$ cat src/rtl/ppa_pkg.sv
package ppa_pkg;

    typedef struct packed {
        logic g;
        logic p;
    } gp_t;

    function automatic bit width_ok(input int w);
        return (w >= 4) && (w <= 64) && ((w & (w - 1)) == 0);
    endfunction

endpackage

$ cat src/rtl/ppa_cell.sv
module ppa_cell
    import ppa_pkg::*;
(
    input  gp_t hi_i,
    input  gp_t lo_i,
    output gp_t merged_o
);

    assign merged_o.g = hi_i.g | (hi_i.p & lo_i.g);
    assign merged_o.p = hi_i.p & lo_i.p;

endmodule

$ cat src/rtl/ppa_pg_gen.sv
module ppa_pg_gen
    import ppa_pkg::*;
#(
    parameter int WIDTH = 32
) (
    input  logic [WIDTH-1:0] a_i,
    input  logic [WIDTH-1:0] b_i,
    input  logic             cin_i,
    output gp_t  [WIDTH:0]   col_o,
    output logic [WIDTH-1:0] half_o
);

    // index 0 is the carry-in column; index k+1 is operand bit k
    assign col_o[0].g = cin_i;
    assign col_o[0].p = 1'b0;

    for (genvar k = 0; k < WIDTH; k++) begin : g_col
        assign col_o[k+1].g = a_i[k] & b_i[k];
        assign col_o[k+1].p = a_i[k] | b_i[k];
        assign half_o[k]    = a_i[k] ^ b_i[k];
    end

endmodule

$ cat src/rtl/ppa_prefix_tree.sv
module ppa_prefix_tree
    import ppa_pkg::*;
#(
    parameter int WIDTH = 32
) (
    input  gp_t [WIDTH-1:0] col_i,
    output gp_t [WIDTH-1:0] pre_o
);

    localparam int LEVELS = $clog2(WIDTH);

    gp_t [LEVELS:0][WIDTH-1:0] lvl;

    assign lvl[0] = col_i;

    for (genvar l = 0; l < LEVELS; l++) begin : g_lvl
        localparam int DIST = 1 << l;
        for (genvar x = 0; x < WIDTH; x++) begin : g_node
            if (x >= DIST) begin : g_merge
                ppa_cell u_cell (
                    .hi_i     (lvl[l][x]),
                    .lo_i     (lvl[l][x-DIST]),
                    .merged_o (lvl[l+1][x])
                );
            end else begin : g_pass
                assign lvl[l+1][x] = lvl[l][x];
            end
        end
    end

    assign pre_o = lvl[LEVELS];

    // spans grow monotonically: generate never drops, propagate never rises
    always_comb begin
        for (int l = 0; l < LEVELS; l++) begin
            for (int x = 0; x < WIDTH; x++) begin
                assert_gen_grows_R1: assert (!lvl[l][x].g || lvl[l+1][x].g)
                    else $error("generate lost between levels");
                assert_prop_shrinks_R1: assert (!lvl[l+1][x].p || lvl[l][x].p)
                    else $error("propagate gained between levels");
            end
        end
    end

endmodule

$ cat src/rtl/ppa_adder.sv
module ppa_adder
    import ppa_pkg::*;
#(
    parameter int WIDTH = 32
) (
    input  logic [WIDTH-1:0] a_i,
    input  logic [WIDTH-1:0] b_i,
    input  logic             cin_i,
    output logic [WIDTH-1:0] sum_o,
    output logic             cout_o
);

    if (!width_ok(WIDTH)) begin : g_bad_width
        $error("ppa_adder: WIDTH must be a power of two from 4 to 64");
    end

    gp_t  [WIDTH:0]   col;
    gp_t  [WIDTH-1:0] pre;
    gp_t              tail;
    logic [WIDTH-1:0] half;

    ppa_pg_gen #(.WIDTH(WIDTH)) u_pg (
        .a_i    (a_i),
        .b_i    (b_i),
        .cin_i  (cin_i),
        .col_o  (col),
        .half_o (half)
    );

    ppa_prefix_tree #(.WIDTH(WIDTH)) u_tree (
        .col_i (col[WIDTH-1:0]),
        .pre_o (pre)
    );

    // top column merged with the full prefix below it
    ppa_cell u_tail (
        .hi_i     (col[WIDTH]),
        .lo_i     (pre[WIDTH-1]),
        .merged_o (tail)
    );

    for (genvar k = 0; k < WIDTH; k++) begin : g_sum
        assign sum_o[k] = half[k] ^ pre[k].g;
    end

    assign cout_o = tail.g;

    logic [WIDTH:0] ref_total;
    assign ref_total = {1'b0, a_i} + {1'b0, b_i} + {{WIDTH{1'b0}}, cin_i};

    always_comb begin
        assert_sum_matches_R1: assert (sum_o == ref_total[WIDTH-1:0])
            else $error("sum differs from behavioural add");
        assert_cout_matches_R2: assert (cout_o == ref_total[WIDTH])
            else $error("carry-out differs from behavioural add");
        assert_carry_col_passive_R4: assert (!tail.p)
            else $error("span down to carry-in column propagates");
        for (int k = 0; k < WIDTH; k++) begin
            assert_prefix_no_prop_R4: assert (!pre[k].p)
                else $error("prefix to carry-in column propagates");
        end
        if (((a_i & b_i) == '0) && !cin_i) begin
            assert_disjoint_or_R5: assert ((sum_o == (a_i | b_i)) && !cout_o)
                else $error("carry-free operands did not give OR");
        end
    end

endmodule

$ cat config.mk
export PLATFORM = sky130hd
export DESIGN_NAME = ppa_adder
export DESIGN_NICKNAME = d
export VERILOG_FILES = /design/src/rtl/ppa_pkg.sv /design/src/rtl/ppa_cell.sv /design/src/rtl/ppa_pg_gen.sv /design/src/rtl/ppa_prefix_tree.sv /design/src/rtl/ppa_adder.sv
export SDC_FILE = /design/constraint.sdc
export NUM_CORES = 1
export LEC_CHECK = 0
export ABC_AREA = 1
export CAP_MARGIN = 20
export CORE_AREA = 3 3 99 101
export DETAILED_ROUTE_END_ITERATION = 8
export DIE_AREA = 0 0 102 104
export DONT_BUFFER_PORTS = 1
export SLEW_MARGIN = 5
export SYNTH_ARGS = -nofsm -noshare
export SYNTH_HDL_FRONTEND = slang
export SYNTH_SLANG_ARGS = --single-unit
$ cat constraint.sdc
create_clock -name vclk -period 11.1
set_input_delay 3.33 -clock vclk [all_inputs]
set_output_delay 3.33 -clock vclk [all_outputs]
set_load 0.05 [all_outputs]
* After elaboration in Yosys (flattened, before gate mapping)
Index checks and enable logic that the tools add are counted.
Operators by class: $add $sub $neg 0, multipliers 0, divide/modulo/power cells 0, order comparisons 0, equal/unequal tests 0, shift-type cells 0, mux-type cells 0, bitwise gates (word level) 486, reduce and logical (&&, ||, !) cells 0
Operator list (count):
- $and A1 B1 Y1 | 260
- $or A1 B1 Y1 | 162
- $xor A1 B1 Y1 | 64
Word-level totals: flip-flop bits (word level) 0, latch bits 0, bits in writable memories 0, bits in read-only memories 0, input port bits 65, output and inout bits 33, logic and storage cells 486, memories 0

* Longest topological paths before layout
Gate-level depths: netlist of the first run.
word-level depth 13, gate-level depth with buffers 14, mapped depth without buffers 14

* Modules after synthesis
Synthesis of the first run repeated with hierarchy kept, for this count alone.
Second synthesis, totals: cell total of the unflattened synthesis 975, area, all modules 4235.3 µm²
By module, submodules not included:
- ppa_cell | times used 130, cells an instance 5, area an instance 18.8 µm², sequential area each 0.0 µm²
- ppa_pg_gen | times used 1, cells an instance 163, area an instance 1179.9 µm², sequential area each 0.0 µm²
- ppa_adder | times used 1, cells an instance 160, area an instance 600.6 µm², sequential area each 0.0 µm²
- ppa_prefix_tree | times used 1, cells an instance 2, area an instance 15.0 µm², sequential area each 0.0 µm²

* Worst setup path before layout of the first run
Ideal clock, no wire load.
kind input to output, start point input port a_i[0], end point output port sum_o[31], arrival 5.152 ns, data required time 7.770 ns, slack 2.618 ns, cell stages on the path 10, path buffers 0, path through fa_1 nand2_1 nand2_1 nand4_1 nand2_1 nand3_1 nand3_1 nand2_1 nand2_1 fa_1
Between the ends: longest elaborated chain between the ends 12, elaborated cells between the ends (all ways) 13, classes of those cells bitwise: 13
Ends and longest elaborated chain:
- start, declared | line ppa_adder.sv:6 | input logic [WIDTH-1:0] a_i,
- $or A1 B1 Y1 | line ppa_pg_gen.sv:19 | assign col_o[k+1].p = a_i[k] | b_i[k];
- $and A1 B1 Y1 | line ppa_cell.sv:9 | assign merged_o.g = hi_i.g | (hi_i.p & lo_i.g);
- $or A1 B1 Y1 * | line ppa_cell.sv:9
- $and A1 B1 Y1 * | line ppa_cell.sv:9
- $or A1 B1 Y1 * | line ppa_cell.sv:9
- $and A1 B1 Y1 * | line ppa_cell.sv:9
- $or A1 B1 Y1 * | line ppa_cell.sv:9
- $and A1 B1 Y1 * | line ppa_cell.sv:9
- $or A1 B1 Y1 * | line ppa_cell.sv:9
- $and A1 B1 Y1 * | line ppa_cell.sv:9
- $or A1 B1 Y1 * | line ppa_cell.sv:9
- $xor A1 B1 Y1 * | line ppa_adder.sv:43 | assign sum_o[k] = half[k] ^ pre[k].g;
- end, declared | line ppa_adder.sv:9 | output logic [WIDTH-1:0] sum_o,
Every way passes the cells marked *; elsewhere a longest branch is shown, timed or not.

* Final worst setup path of the first run
Ends and elaborated chain as after synthesis.

==> results of run 1 <==
==> logic make-up after synthesis <==
logic type	after synthesis	share of synthesized area, %
adder cells (fa/ha/maj)	64	26.12
AND/OR/NAND/NOR	287	38.38
buffers and inverters	190	22.84
AO/OA/AOI/OAI	48	8.453
XOR/XNOR	15	4.207
==> worst paths after layout <==
kind,from,end,cells after the start
hold / removal,b_i[3],sum_o[3],3
setup / recovery,a_i[0],sum_o[31],10
==> routing by layer <==
metal / vias to the layer above / routed length (um) / global-route usage (%)
met2: 69 / 3889 / 26.93
met5: - / 0 / 0
li1: 1759 / - / -
met1: 1338 / 3772 / 19.92
met4: 0 / 121 / 1.874
met3: 10 / 568 / 2.951
==> tightest hold or removal path: cells and delay by family <==
family / cells / cell delay [ps]
xor+xnor: 1 / 290
fa+ha+maj: 1 / 120
buf+inv: 1 / 30
==> stage by stage <==
stage / utilization, % / setup slack [ps]
after floorplan: - / 2618
after global placement: 35.81 / 2381
after detailed placement: 35.81 / 2362
after CTS: 35.81 / 2363
after global routing: 35.81 / 2231
final: 35.81 / 2348
==> area by class of cell <==
| class | instances | area (sq um) |
|---|---|---|
| fillers | 1052 | 5847 |
| multi-input cells | 414 | 2410 |
| inverters | 190 | 713.2 |
| well taps | 111 | 138.9 |
==> layout by cell type (no fill, tap or decap), drive strengths merged <==
cell type	n
nand3	26
ha	62
fa	2
nand2	186
o21bai	7
a21oi	28
nor2	58
and2	1
inv	190
xor2	15
a211oi	1
nand4	9
nor3	7
o21ai	12
==> power by group <==
group | switching (W) | leakage, nW | internal [W]
sequential | 0 | 0 | 0
clock | 0 | 0 | 0
combinational | 0.000180 | 2.24 | 0.0000519
==> Yosys cell counts, types with 2 or more instances <==
cell / number / share of area [%]
inv_1: 185 / 22
nand2_1: 183 / 22
ha_1: 62 / 25
nor2_1: 49 / 5.9
a21oi_1: 27 / 4.3
nand3_1: 23 / 3.7
xor2_1: 15 / 4.2
o21ai_0: 11 / 1.8
nand4_1: 9 / 1.8
nor2_2: 9 / 1.8
o21bai_1: 7 / 1.7
inv_2: 5 / 0.60
nor3_1: 5 / 0.80
nand2_2: 3 / 0.60
nand3_2: 3 / 0.96
fa_1: 2 / 1.3
nor3_2: 2 / 0.64
==> impl_metrics.env, run 1 <==
export IMPL_grt_overflow_total=0
export IMPL_die_width_um=102
export IMPL_instances_no_fill=715
export IMPL_path_common_cell="nand2_1"
export IMPL_wl_per_cell_um=11.68
export IMPL_grt_pass1_vias=3031
export IMPL_postCtsSetupBuffers=0
export IMPL_cts_hold_buf=0
export IMPL_crit_required_ps=7770
export IMPL_crit_chain="fa_1 -> nand2_1 -> nand2_1 -> nand4_1 -> nand2_1 -> nand3_1 -> nand3_1 -> nand2_1 -> nand2_1 -> fa_1"
export IMPL_synth_area_per_cell_sq_um=5.171
export IMPL_drc=0
export IMPL_vias_per_cell=4.442
export IMPL_grt_max_degree=6
export IMPL_startpoint_type="primary input"
export IMPL_critical_path_buf_inv_count=0
export IMPL_crit_type="primary input to output pin"
export IMPL_critPathSlowestCell="fa_1"
export IMPL_place_area_sq_mm=0.003262
export IMPL_seq_area_sq_um=0
export IMPL_cellPowerDensity_mw_per_mm2=71.01
export IMPL_antenna_found_initial=0
export IMPL_peakVddDrop_v=0.00002383
export IMPL_critical_path_top_delay_family="adder cells"
export IMPL_dp_cells=715
export IMPL_drtAntennaViolNets=0
export IMPL_place_congestion=0.8859
export IMPL_hold_class="primary input to output pin"
export IMPL_hpwlAfterDp_mm=7.783
export IMPL_power_w=0.0002316
export IMPL_synth_nets=733
export IMPL_first_pass_iters=4
export IMPL_slew_violations=0
export IMPL_num_nets_final=735
export IMPL_core_sq_mm=0.009109
export IMPL_netlist_instances=604
export IMPL_critPathCaptureType="output pin"
export IMPL_grt_usage_pct=15.41
export IMPL_status="finished, final reports clean"
export IMPL_drive_above_1_share_pct=3.808
export IMPL_finalSetupViolations=0
export IMPL_fmax_mhz=114.3
export IMPL_diodes=0
export IMPL_fin_area_sq_mm=0.003262
export IMPL_io_pins=98
export IMPL_yosys_warnings=0
export IMPL_fp_dieH_um=104
export IMPL_seq_cells=0
export IMPL_start_util_pct=34.29
export IMPL_vias=3176
export IMPL_area_growth_pct=4.447
export IMPL_holdWs_ps=7111
export IMPL_p_leak_nw=2.243
export IMPL_worstPathMaxFanout=3
export IMPL_yosysSeqAreaShare_pct=0
export IMPL_die_area_sq_mm=0.01061
export IMPL_maxCapViolCount=0
export IMPL_hold_viol=0
export IMPL_ys_types=21
export IMPL_grt_pass1_wl_mm=13.61
export IMPL_cts_resized=0
export IMPL_numPortBuffers=0
export IMPL_wl_mm=8.351
export IMPL_rsz0062_at_grt="false"
export IMPL_syn_area_sq_mm=0.003123
export IMPL_min_period_over_period_pct=78.85
export IMPL_worst_pin_slew_ps=1077
export IMPL_min_period_ps=8752
export IMPL_rows=35
export IMPL_maxSlewHeadroom_pct=27.93
export IMPL_drt_iter0_drc=130
export IMPL_critPathMaxStageDelay_ps=810
export IMPL_nClkBuffers=0
export IMPL_cp_arrival_ps=5420
export IMPL_tns_ps=0
(Power assumes the default switching activity.)
==> inputs of run 2 (changes only) <==
==> constraint.sdc (replaced) <==
create_clock -name vclk -period 7.5
set_input_delay 2.25 -clock vclk [all_inputs]
set_output_delay 2.25 -clock vclk [all_outputs]
set_load 0.05 [all_outputs]
==> impl_metrics.env, run 2 (same netlist as run 1, synthesis figures left out) <==
export IMPL_grt_pass1_wl_mm=13.61
export IMPL_critPathCaptureType="output pin"
export IMPL_min_period_ps=6574
export IMPL_io_pins=98
export IMPL_grt_pass1_vias=2979
export IMPL_rows=35
export IMPL_p_comb_share_pct=100.0
export IMPL_grt_usage_pct=15.43
export IMPL_drc=0
export IMPL_grt_max_degree=6
export IMPL_num_nets_final=745
export IMPL_postCtsSetupBuffers=0
export IMPL_cts_resized=0
export IMPL_drt_iter0_drc=138
export IMPL_cp_arrival_ps=4320
export IMPL_die_area_sq_mm=0.01061
export IMPL_hold_viol=0
export IMPL_diodes=0
export IMPL_startpoint_type="primary input"
export IMPL_maxCapViolCount=0
export IMPL_p_int_w=0.00009244
export IMPL_power_w=0.0003603
export IMPL_finalSetupViolations=0
export IMPL_worstPathMaxFanout=3
export IMPL_wl_per_cell_um=11.33
export IMPL_first_pass_iters=4
export IMPL_hold_class="primary input to output pin"
export IMPL_layout_common_cells="inv_1 (185), nand2_1 (183), ha_1 (62)"
export IMPL_rsz0062_at_grt="false"
export IMPL_place_congestion=0.8813
export IMPL_swShare_pct=74.34
export IMPL_slew_violations=0
export IMPL_numPortBuffers=0
export IMPL_min_period_over_period_pct=87.66
export IMPL_crit_required_ps=5250
export IMPL_critPathCapture="sum_o[31]"
export IMPL_grt_overflow_total=0
export IMPL_holdWs_ps=4903
export IMPL_nClkBuffers=0
export IMPL_wl_mm=8.211
export IMPL_peakVddDrop_v=0.00004661
export IMPL_core_sq_mm=0.009109
export IMPL_p_leak_nw=2.291
export IMPL_path_common_cell="nand2_1"
export IMPL_seq_cells=0
export IMPL_status="finished, final reports clean"
export IMPL_seq_area_sq_um=0
export IMPL_vias_per_cell=4.356
export IMPL_critPathMaxStageDelay_ps=810
export IMPL_hpwlAfterDp_mm=7.730
export IMPL_clkPwrFrac_pct=0
export IMPL_worst_pin_slew_ps=1027
export IMPL_fp_dieH_um=104
export IMPL_start_util_pct=34.29
export IMPL_cts_hold_buf=0
export IMPL_final_common_cell="inv_1"
export IMPL_vias=3158
export IMPL_drive_above_1_share_pct=5.375
export IMPL_fmax_mhz=152.1
export IMPL_maxSlewHeadroom_pct=31.30
export IMPL_fin_util_pct=36.63
export IMPL_cp_startpoint="a_i[0]"
export IMPL_p_sw_w=0.0002678
export IMPL_drtAntennaViolNets=0
export IMPL_antenna_found_initial=0
export IMPL_cellPowerDensity_mw_per_mm2=108.0
export IMPL_critPathSlowestCell="fa_1"
export IMPL_pwr_share_seq_pct=0
export IMPL_die_width_um=102
export IMPL_crit_chain="fa_1 -> nand2_1 -> nand2_1 -> nand4_1 -> nand2_1 -> nand3_1 -> nand3_1 -> nand2_1 -> nand2_1 -> fa_1"
export IMPL_area_growth_pct=6.851
export IMPL_tns_ps=0
export IMPL_crit_type="primary input to output pin"
-- run 2: changes by cell type in the layout (fill, tap and decap cells not counted) --
cell,before,now
buf_4,0,10
-- run 2: metal layers --
metal,up-vias,part of all wire (%),global-route usage (%)
li1,1778,-,-
met1,1318,46,20.32
met2,57,47,27.16
met3,5,6.0,2.549
met4,0,1.1,1.218
met5,-,0,0
-- run 2: how the worst min path moves through the flow --
stage                        from        end  slack, ps  cells past startpoint
after floorplan            b_i[1]   sum_o[1]       4930                      3
after global placement    b_i[13]  sum_o[13]       4900                      4
after detailed placement  b_i[13]  sum_o[13]       4910                      4
after CTS                  b_i[5]   sum_o[5]       4910                      4
after global routing       b_i[5]   sum_o[5]       4930                      4
final                     b_i[13]  sum_o[13]       4900                      4
-- run 2: power groups by stage --
stage	Clock (W)	Combinational (W)	Sequential, W
floorplan	0	0.000297	0
global placement	0	0.000360	0
detailed placement	0	0.000363	0
CTS	0	0.000364	0
global route	0	0.000399	0
finish	0	0.000360	0
-- run 2: stage by stage --
| step | setup slack, ps | std cells | cell area [sq um] |
|---|---|---|---|
| finish | 925.7 | 725 | 3337 |
| global route | 804.5 | 725 | 3337 |
| CTS | 928.7 | 725 | 3337 |
| detailed placement | 929.8 | 725 | 3337 |
| global placement | 941.3 | 725 | 3337 |
| floorplan | 1178 | 604 | 3123 |
-- run 2: critical path: cells and delay by family --
kind | cells | cell delay, ps
fa+ha+maj | 2 | 1260
simple gates | 8 | 820
-- run 2: final cells by class --
type                            instances  area, sq um
Multi-Input combinational cell        414         2410
Tap cell                              111        138.9
Fill cell                            1052         5772
Timing Repair Buffer                   10        75.07
Inverter                              190        713.2
==> inputs of run 3 (changes only) <==
--- a/config.mk
+++ b/config.mk
@@ -7,9 +7,9 @@
 export LEC_CHECK = 0
 export ABC_AREA = 1
 export CAP_MARGIN = 20
-export CORE_AREA = 3 3 99 101
+export CORE_AREA = 3 3 130 82
 export DETAILED_ROUTE_END_ITERATION = 8
-export DIE_AREA = 0 0 102 104
+export DIE_AREA = 0 0 133 85
 export DONT_BUFFER_PORTS = 1
 export SLEW_MARGIN = 5
 export SYNTH_ARGS = -nofsm -noshare
==> impl_metrics.env, run 3 (same netlist as run 1, synthesis figures left out) <==
export IMPL_io_pins=98
export IMPL_vias=3293
export IMPL_grt_usage_pct=15.38
export IMPL_drive_above_1_share_pct=5.375
export IMPL_fmax_mhz=152.6
export IMPL_maxSlewHeadroom_pct=31.30
export IMPL_fin_area_sq_mm=0.003367
export IMPL_hpwlAfterDp_mm=8.439
export IMPL_min_period_ps=6551
export IMPL_die_width_um=133
export IMPL_cp_arrival_ps=4300
export IMPL_grt_overflow_total=0
export IMPL_p_leak_nw=2.291
export IMPL_power_w=0.0003674
export IMPL_finalSetupViolations=0
export IMPL_cellPowerDensity_mw_per_mm2=109.1
export IMPL_cts_resized=0
export IMPL_min_period_over_period_pct=87.35
export IMPL_area_growth_pct=7.813
export IMPL_grt_pass1_wl_mm=14.50
export IMPL_num_nets_final=745
export IMPL_hold_depth=4
export IMPL_crit_type="primary input to output pin"
export IMPL_core_sq_mm=0.009634
export IMPL_place_area_sq_mm=0.003367
export IMPL_wl_mm=9.040
export IMPL_fin_util_pct=34.95
export IMPL_fillCellCount=1078
export IMPL_slew_violations=0
export IMPL_critPathCaptureType="output pin"
export IMPL_rows=28
export IMPL_drt_iter0_drc=196
export IMPL_cts_hold_buf=0
export IMPL_numPortBuffers=0
export IMPL_hold_viol=0
export IMPL_worstPathMaxFanout=3
export IMPL_tns_ps=0
export IMPL_vias_per_cell=4.397
export IMPL_startpoint_type="primary input"
export IMPL_drc=0
export IMPL_start_util_pct=32.42
export IMPL_first_pass_iters=4
export IMPL_postCtsSetupBuffers=0
export IMPL_grt_pass1_vias=3026
export IMPL_diodes=0
export IMPL_worst_pin_slew_ps=1027
export IMPL_place_congestion=0.9736
export IMPL_setup_slack_ps=948.5
export IMPL_seq_area_sq_um=0
export IMPL_fp_dieH_um=85
export IMPL_nClkBuffers=0
export IMPL_crit_required_ps=5250
export IMPL_peakVddDrop_v=0.00005200
export IMPL_wl_per_cell_um=12.07
export IMPL_layout_common_cells="inv_1 (185), nand2_1 (183), ha_1 (62)"
export IMPL_rsz0062_at_grt="false"
export IMPL_antenna_found_initial=0
export IMPL_final_common_cell="inv_1"
export IMPL_status="finished, final reports clean"
export IMPL_hold_class="primary input to output pin"
export IMPL_drtAntennaViolNets=0
export IMPL_pre_cts_ws_ps=948.2
export IMPL_die_area_sq_mm=0.01131
export IMPL_seq_cells=0
export IMPL_grt_max_degree=6
export IMPL_maxCapViolCount=0
[run 3: critical path: stages]
cell     delay (ps)
fa_1            440
nand2_1         140
nand2_1          80
nand4_1          70
nand2_1         110
nand3_1         120
nand3_1         120
nand2_1          70
nand2_1          70
fa_1            820
[run 3: final timing paths]
check / startpoint / end / slack [ps]
max: a_i[0] / sum_o[31] / 950
min: b_i[9] / sum_o[9] / 4900
[run 3: routing by layer]
metal / up-vias / global-route usage, % / share of wire (%)
met5: - / 0 / 0
met4: 0 / 0.4717 / 0.32
met3: 2 / 1.244 / 5.9
met2: 74 / 25.14 / 42
met1: 1436 / 23.21 / 52
li1: 1781 / - / -
[run 3: final cells by class]
class	count	area (sq um)	area share, %
Multi-Input combinational cell	414	2410	71.57
Timing Repair Buffer	10	75.07	2.230
Tap cell	135	168.9	5.017
Inverter	190	713.2	21.18
[run 3: report_power, final]
group	leakage (nW)	internal [W]	total (W)	switching, W
clock network	0	0	0	0
logic	2.29	0.0000931	0.000367	0.000274
registers	0	0	0	0
[run 3: stage by stage]
step                      hold slack [ps]  std cells
after CTS                            4907        749
after global placement               4899        749
final                                4903        749
after detailed placement             4901        749
after floorplan                      4935        604
after global routing                 4920        749
